--- config.mk ---
export PLATFORM = sky130hd
export DESIGN_NAME = opsel_alu
export DESIGN_NICKNAME = d
export VERILOG_FILES = /design/src/rtl/opsel_alu_pkg.sv /design/src/rtl/opsel_alu_addsub.sv /design/src/rtl/opsel_alu_logic.sv /design/src/rtl/opsel_alu_shift.sv /design/src/rtl/opsel_alu.sv
export SDC_FILE = /design/constraint.sdc
export NUM_CORES = 1
export LEC_CHECK = 0
export CAP_MARGIN = 10
export CORE_UTILIZATION = 58
export DETAILED_ROUTE_END_ITERATION = 12
export PLACE_DENSITY = 0.83
export SETUP_SLACK_MARGIN = 0.4
export SLEW_MARGIN = 40
export SYNTH_ARGS = -nofsm -noshare
export SYNTH_HDL_FRONTEND = slang
export SYNTH_SLANG_ARGS = --single-unit
export TNS_END_PERCENT = 50
--- constraint.sdc ---
create_clock -name vclk -period 5.85
set_input_delay 0.8775 -clock vclk [all_inputs]
set_output_delay 0.8775 -clock vclk [all_outputs]
set_load 0.1 [all_outputs]
--- src/rtl/opsel_alu_pkg.sv ---
// Package: opsel_alu_pkg
// Holds the operation-code values shared by the ALU and its checker.
// The code values are fixed. The unused codes are not listed here.
package opsel_alu_pkg;

    localparam int OP_W = 4;

    typedef enum logic [OP_W-1:0] {
        OPC_ADD = 4'h0,
        OPC_SUB = 4'h1,
        OPC_AND = 4'h3,
        OPC_OR  = 4'h4,
        OPC_XOR = 4'h5,
        OPC_SHR = 4'h6,
        OPC_SHL = 4'h7,
        OPC_SLT = 4'h8,
        OPC_SEQ = 4'h9
    } alu_opc_e;

endpackage

--- src/rtl/opsel_alu_addsub.sv ---
// Module: opsel_alu_addsub
// Uses one carry chain for both add and subtract. Subtraction inverts b
// and adds a carry-in of one. Also produces the signed less-than result,
// taken from the difference with a correction when the operand signs
// differ, and an equality result that does not depend on the adder.
// Assumes: the sign-based result is meaningful only while sub_i is high.
module opsel_alu_addsub #(
    parameter int WIDTH = 32
) (
    input  logic [WIDTH-1:0] a_i,
    input  logic [WIDTH-1:0] b_i,
    input  logic             sub_i,
    output logic [WIDTH-1:0] sum_o,
    output logic             lt_o,
    output logic             eq_o
);
    localparam int MSB = WIDTH - 1;

    logic [WIDTH-1:0] b_eff;

    // Invert operand B for subtraction and add the carry-in.
    always_comb begin
        b_eff = b_i ^ {WIDTH{sub_i}};
        sum_o = a_i + b_eff + {{(WIDTH-1){1'b0}}, sub_i};
    end

    // Signed compare: when the signs differ, a is less exactly when a is negative.
    always_comb begin
        if (a_i[MSB] != b_i[MSB]) begin
            lt_o = a_i[MSB];
        end else begin
            lt_o = sum_o[MSB];
        end
    end

    // Equality, taken directly from the operands.
    always_comb begin
        eq_o = (a_i == b_i);
    end

endmodule

--- src/rtl/opsel_alu_logic.sv ---
// Module: opsel_alu_logic
// Computes the three bitwise results in parallel. The top-level
// multiplexer picks one of them.
module opsel_alu_logic #(
    parameter int WIDTH = 32
) (
    input  logic [WIDTH-1:0] a_i,
    input  logic [WIDTH-1:0] b_i,
    output logic [WIDTH-1:0] and_o,
    output logic [WIDTH-1:0] or_o,
    output logic [WIDTH-1:0] xor_o
);
    // Compute the three bitwise results.
    always_comb begin
        and_o = a_i & b_i;
        or_o  = a_i | b_i;
        xor_o = a_i ^ b_i;
    end

endmodule

--- src/rtl/opsel_alu_shift.sv ---
// Module: opsel_alu_shift
// Logarithmic shifter. Stage k moves the data by 2^k positions when
// bit k of the amount is set. One chain shifts right and one shifts
// left, and both fill with zeros.
// Assumes: WIDTH is a power of two, at least 2. The amount is SHW bits wide.
module opsel_alu_shift #(
    parameter int WIDTH = 32,
    parameter int SHW   = $clog2(WIDTH)
) (
    input  logic [WIDTH-1:0] a_i,
    input  logic [SHW-1:0]   amt_i,
    output logic [WIDTH-1:0] shr_o,
    output logic [WIDTH-1:0] shl_o
);
    logic [WIDTH-1:0] rstage [0:SHW];
    logic [WIDTH-1:0] lstage [0:SHW];

    assign rstage[0] = a_i;
    assign lstage[0] = a_i;

    for (genvar k = 0; k < SHW; k++) begin : g_stage
        localparam int DIST = 1 << k;
        // Each stage either passes its input or shifts it by 2^k positions.
        assign rstage[k+1] = amt_i[k] ? (rstage[k] >> DIST) : rstage[k];
        assign lstage[k+1] = amt_i[k] ? (lstage[k] << DIST) : lstage[k];
    end

    assign shr_o = rstage[SHW];
    assign shl_o = lstage[SHW];

endmodule

--- src/rtl/opsel_alu.sv ---
// Module: opsel_alu (top)
// Combinational ALU selected by a sparse 4-bit operation code. Code 2
// and codes 0xA-0xF are unused and return zero. The compare codes
// return 0 or 1 in bit 0.
// Assumes: the operand routing (PC, immediates) is done outside this block.
// WIDTH is a power of two, at least 2. There is no clock and no reset.
module opsel_alu
    import opsel_alu_pkg::*;
#(
    parameter int WIDTH = 32
) (
    input  logic [3:0]       op_i,
    input  logic [WIDTH-1:0] a_i,
    input  logic [WIDTH-1:0] b_i,
    output logic [WIDTH-1:0] y_o
);
    localparam int SHW = $clog2(WIDTH);

    logic             sub_sel;
    logic [WIDTH-1:0] arith_res;
    logic             lt_res;
    logic             eq_res;
    logic [WIDTH-1:0] and_res;
    logic [WIDTH-1:0] or_res;
    logic [WIDTH-1:0] xor_res;
    logic [WIDTH-1:0] shr_res;
    logic [WIDTH-1:0] shl_res;

    // The carry chain adds only for the add code. Subtract and the compares use the difference.
    always_comb begin
        sub_sel = (op_i != OPC_ADD);
    end

    opsel_alu_addsub #(.WIDTH(WIDTH)) u_addsub (
        .a_i   (a_i),
        .b_i   (b_i),
        .sub_i (sub_sel),
        .sum_o (arith_res),
        .lt_o  (lt_res),
        .eq_o  (eq_res)
    );

    opsel_alu_logic #(.WIDTH(WIDTH)) u_logic (
        .a_i   (a_i),
        .b_i   (b_i),
        .and_o (and_res),
        .or_o  (or_res),
        .xor_o (xor_res)
    );

    opsel_alu_shift #(.WIDTH(WIDTH), .SHW(SHW)) u_shift (
        .a_i   (a_i),
        .amt_i (b_i[SHW-1:0]),
        .shr_o (shr_res),
        .shl_o (shl_res)
    );

    // Result select. Unlisted codes give zero.
    always_comb begin
        case (op_i)
            OPC_ADD, OPC_SUB: y_o = arith_res;
            OPC_AND:          y_o = and_res;
            OPC_OR:           y_o = or_res;
            OPC_XOR:          y_o = xor_res;
            OPC_SHR:          y_o = shr_res;
            OPC_SHL:          y_o = shl_res;
            OPC_SLT:          y_o = {{(WIDTH-1){1'b0}}, lt_res};
            OPC_SEQ:          y_o = {{(WIDTH-1){1'b0}}, eq_res};
            default:          y_o = '0;
        endcase
    end

endmodule

==> impl_metrics.py <==
metrics = {
    "layout": {
        "mostFrequentLayoutCell": "o21ai_0",
        "design.seq.count": 0,
        "mostFrequentLayoutCells": "108 x o21ai_0, 91 x ha_1, 87 x mux2i_1",
        "area_growth_pct": 28.75,
        "fin_nets": 1238,
        "seq_area_um2": 0,
        "final_util": 0.7785,
        "diodes": 0,
        "n_clock_buffer": 0,
        "layout-drive-gt1-share": 0.1393,
    },
    "power": {
        "share_comb_of_total_power": 1.000,
        "switching_share": 0.6380,
        "clockPowerShare": 0,
        "total_power_mw": 1.154,
        "powerDensity_nw_per_um2": 134.9,
        "ir_drop_uv": 116.9,
        "power.internal_mw": 0.4176,
        "p_switching_mw": 0.7361,
        "p_leak_nw": 3.797,
        "seq_power_share": 0,
    },
    "logic_synthesis": {
        "ys_types": 60,
        "yosysWarningCount": 0,
        "synth_cells": 988,
        "synth_nets": 1154,
        "avgSynthCellArea_um2": 6.722,
        "netlist.area_leader.share": 0.1827,
        "synth_area_um2": 6641,
        "synth_top_cell_by_area": "ha_1",
        "synth_area_leaders": "ha_1 18%, mux2i_1 13%, o21ai_0 8.9%, xnor2_1 5.7%, a21oi_1 5.0%",
        "yosysSeqAreaShare": 0,
    },
    "timing": {
        "fmax_ghz": 0.1765,
        "hold_violations": 0,
        "setup_viol": 0,
        "setup_ws_ns": 0.1850,
        "drv_slew": 0,
        "rsz0062_at_grt": "false",
        "worst_pin_slew_ns": 0.9450,
        "fin_crit_ns": 5.665,
        "fin_crit_sh": 0.9684,
        "setup_tns_ns": 0,
        "slew_headroom": 0.3700,
    },
    "min_path": {
        "hp-class": "in2out",
        "hp-start": "op_i[1]",
    },
    "placed_design": {
        "place_congestion": 1.044,
        "place_ws_ns": 0.1523,
        "dp_hpwl_um": 23520,
        "portBuffers": 100,
    },
    "detailed_routing": {
        "antenna_left": 0,
        "drt_first_pass_iters": 7,
        "drcViolationCount": 0,
        "vias_per_cell": 7.331,
        "drtIter0Drc": 1589,
        "wl_per_cell_um": 26.23,
        "via_count": 8870,
        "totalWireLength_um": 31740,
    },
    "flow_run": {
        "maxCapViolCount": 0,
    },
    "die": {
        "chipWidth_um": 109.0,
        "dieHeight_um": 109.0,
        "ios": 100,
        "die_area_um2": 11880,
        "core_um2": 10980,
        "fp-row-count": 38,
        "initial_core_util": 0.6047,
    },
    "global_routing": {
        "grt_antenna_before_repair": 0,
        "track_usage": 0.5046,
        "overflow": 0,
        "grt_pass1_wl_um": 44690,
        "grt_pass1_vias": 7935,
        "grt_max_degree": 67,
    },
    "critical_path": {
        "critPathMaxFanout": 6,
        "worstSetupPathType": "in2out",
        "crit_start": "op_i[2]",
        "start_kind": "primary input",
        "worstPathRequired_ns": 4.97,
        "endpoint_kind": "primary output",
        "worstPathArrival_ns": 4.79,
    },
    "outcome": {
        "outcome": "complete, no violations",
    },
    "clocking": {
        "cts_hold_buffers": 0,
    },
}
## metal layers
| metal | vias up | GRT usage | share of wire |
|---|---|---|---|
| met5 | - | 0 | 0 |
| met4 | 0 | 0.1757 | 0.062 |
| met3 | 196 | 0.1817 | 0.16 |
| met2 | 848 | 0.7668 | 0.41 |
| met1 | 4035 | 0.6513 | 0.37 |
| li1 | 3791 | - | - |
## critical path, cell delays in order
cell and delay (ns):
dlygate4sd2_1 0.34, nor4_4 0.27, buf_12 0.17, buf_6 0.13, xnor2_1 0.10, ha_1 0.33
buf_4 0.12, nand2_1 0.06, o21ai_0 0.68, a31oi_4 0.09, o221ai_2 0.26, nand3_1 0.23
o211ai_1 0.30, o21ai_0 0.15, mux2_2 0.30, o21ai_2 0.16, buf_12 0.20
## cell families (layout without fill, tap and decap cells)
kind of cell | Yosys count | in the layout | share of synthesized area
compound gates | 321 | 321 | 0.3020
buf+inv | 136 | 218 | 0.07743
simple gates | 272 | 272 | 0.1931
xor+xnor | 53 | 53 | 0.06989
fa+ha+maj | 98 | 98 | 0.1858
mux | 108 | 108 | 0.1718
## power groups by stage
| stage | Sequential [mW] | Clock [mW] | Combinational, mW |
|---|---|---|---|
| finish | 0 | 0 | 1.15 |
| global route | 0 | 0 | 1.19 |
| CTS | 0 | 0 | 1.07 |
| detailed placement | 0 | 0 | 1.04 |
| global placement | 0 | 0 | 1.03 |
| floorplan | 0 | 0 | 0.677 |
## synth_stat cells, types with 9 or more instances
cell type	n
mux2_2	17
nand3_1	20
nand2b_1	23
a221oi_1	29
buf_1	21
o21ai_0	118
nand2_1	78
o211ai_1	12
a21oi_1	67
a21o_1	11
o221ai_1	11
o22ai_1	15
a211oi_1	9
xnor2_1	43
inv_1	68
ha_1	97
mux2i_1	87
nor2_1	87
clkbuf_1	40
nor3_1	13
xor2_1	10
## through the flow
step                area, µm²  std cells  hold slack [ns]
floorplan                6798        988            2.300
CTS                      8376       1203            2.597
finish                   8551       1210            2.618
detailed placement       8175       1188            2.751
global placement         8175       1188            2.734
global route             8551       1210            2.641
## timing repair
item	CTS	global route
setup endpoints to repair	8	13
hold endpoints to repair	0	0
gates resized for setup	17	27
cloned	1	0
pin swaps	15	21
buffers inserted	14	7
## cell type report
| cell class | instances | area [µm²] |
|---|---|---|
| fill | 779 | 2432 |
| multi-input combinational | 852 | 6396 |
| timing repair buffer | 146 | 1707 |
| tap | 140 | 175.2 |
| inverter | 72 | 272.8 |
## final timing paths
kind / cells after the start / end
worst min-delay path: 6 / y_o[0]
worst max-delay path: 17 / y_o[27]
No activity file was read; power rests on OpenSTA's default activity.
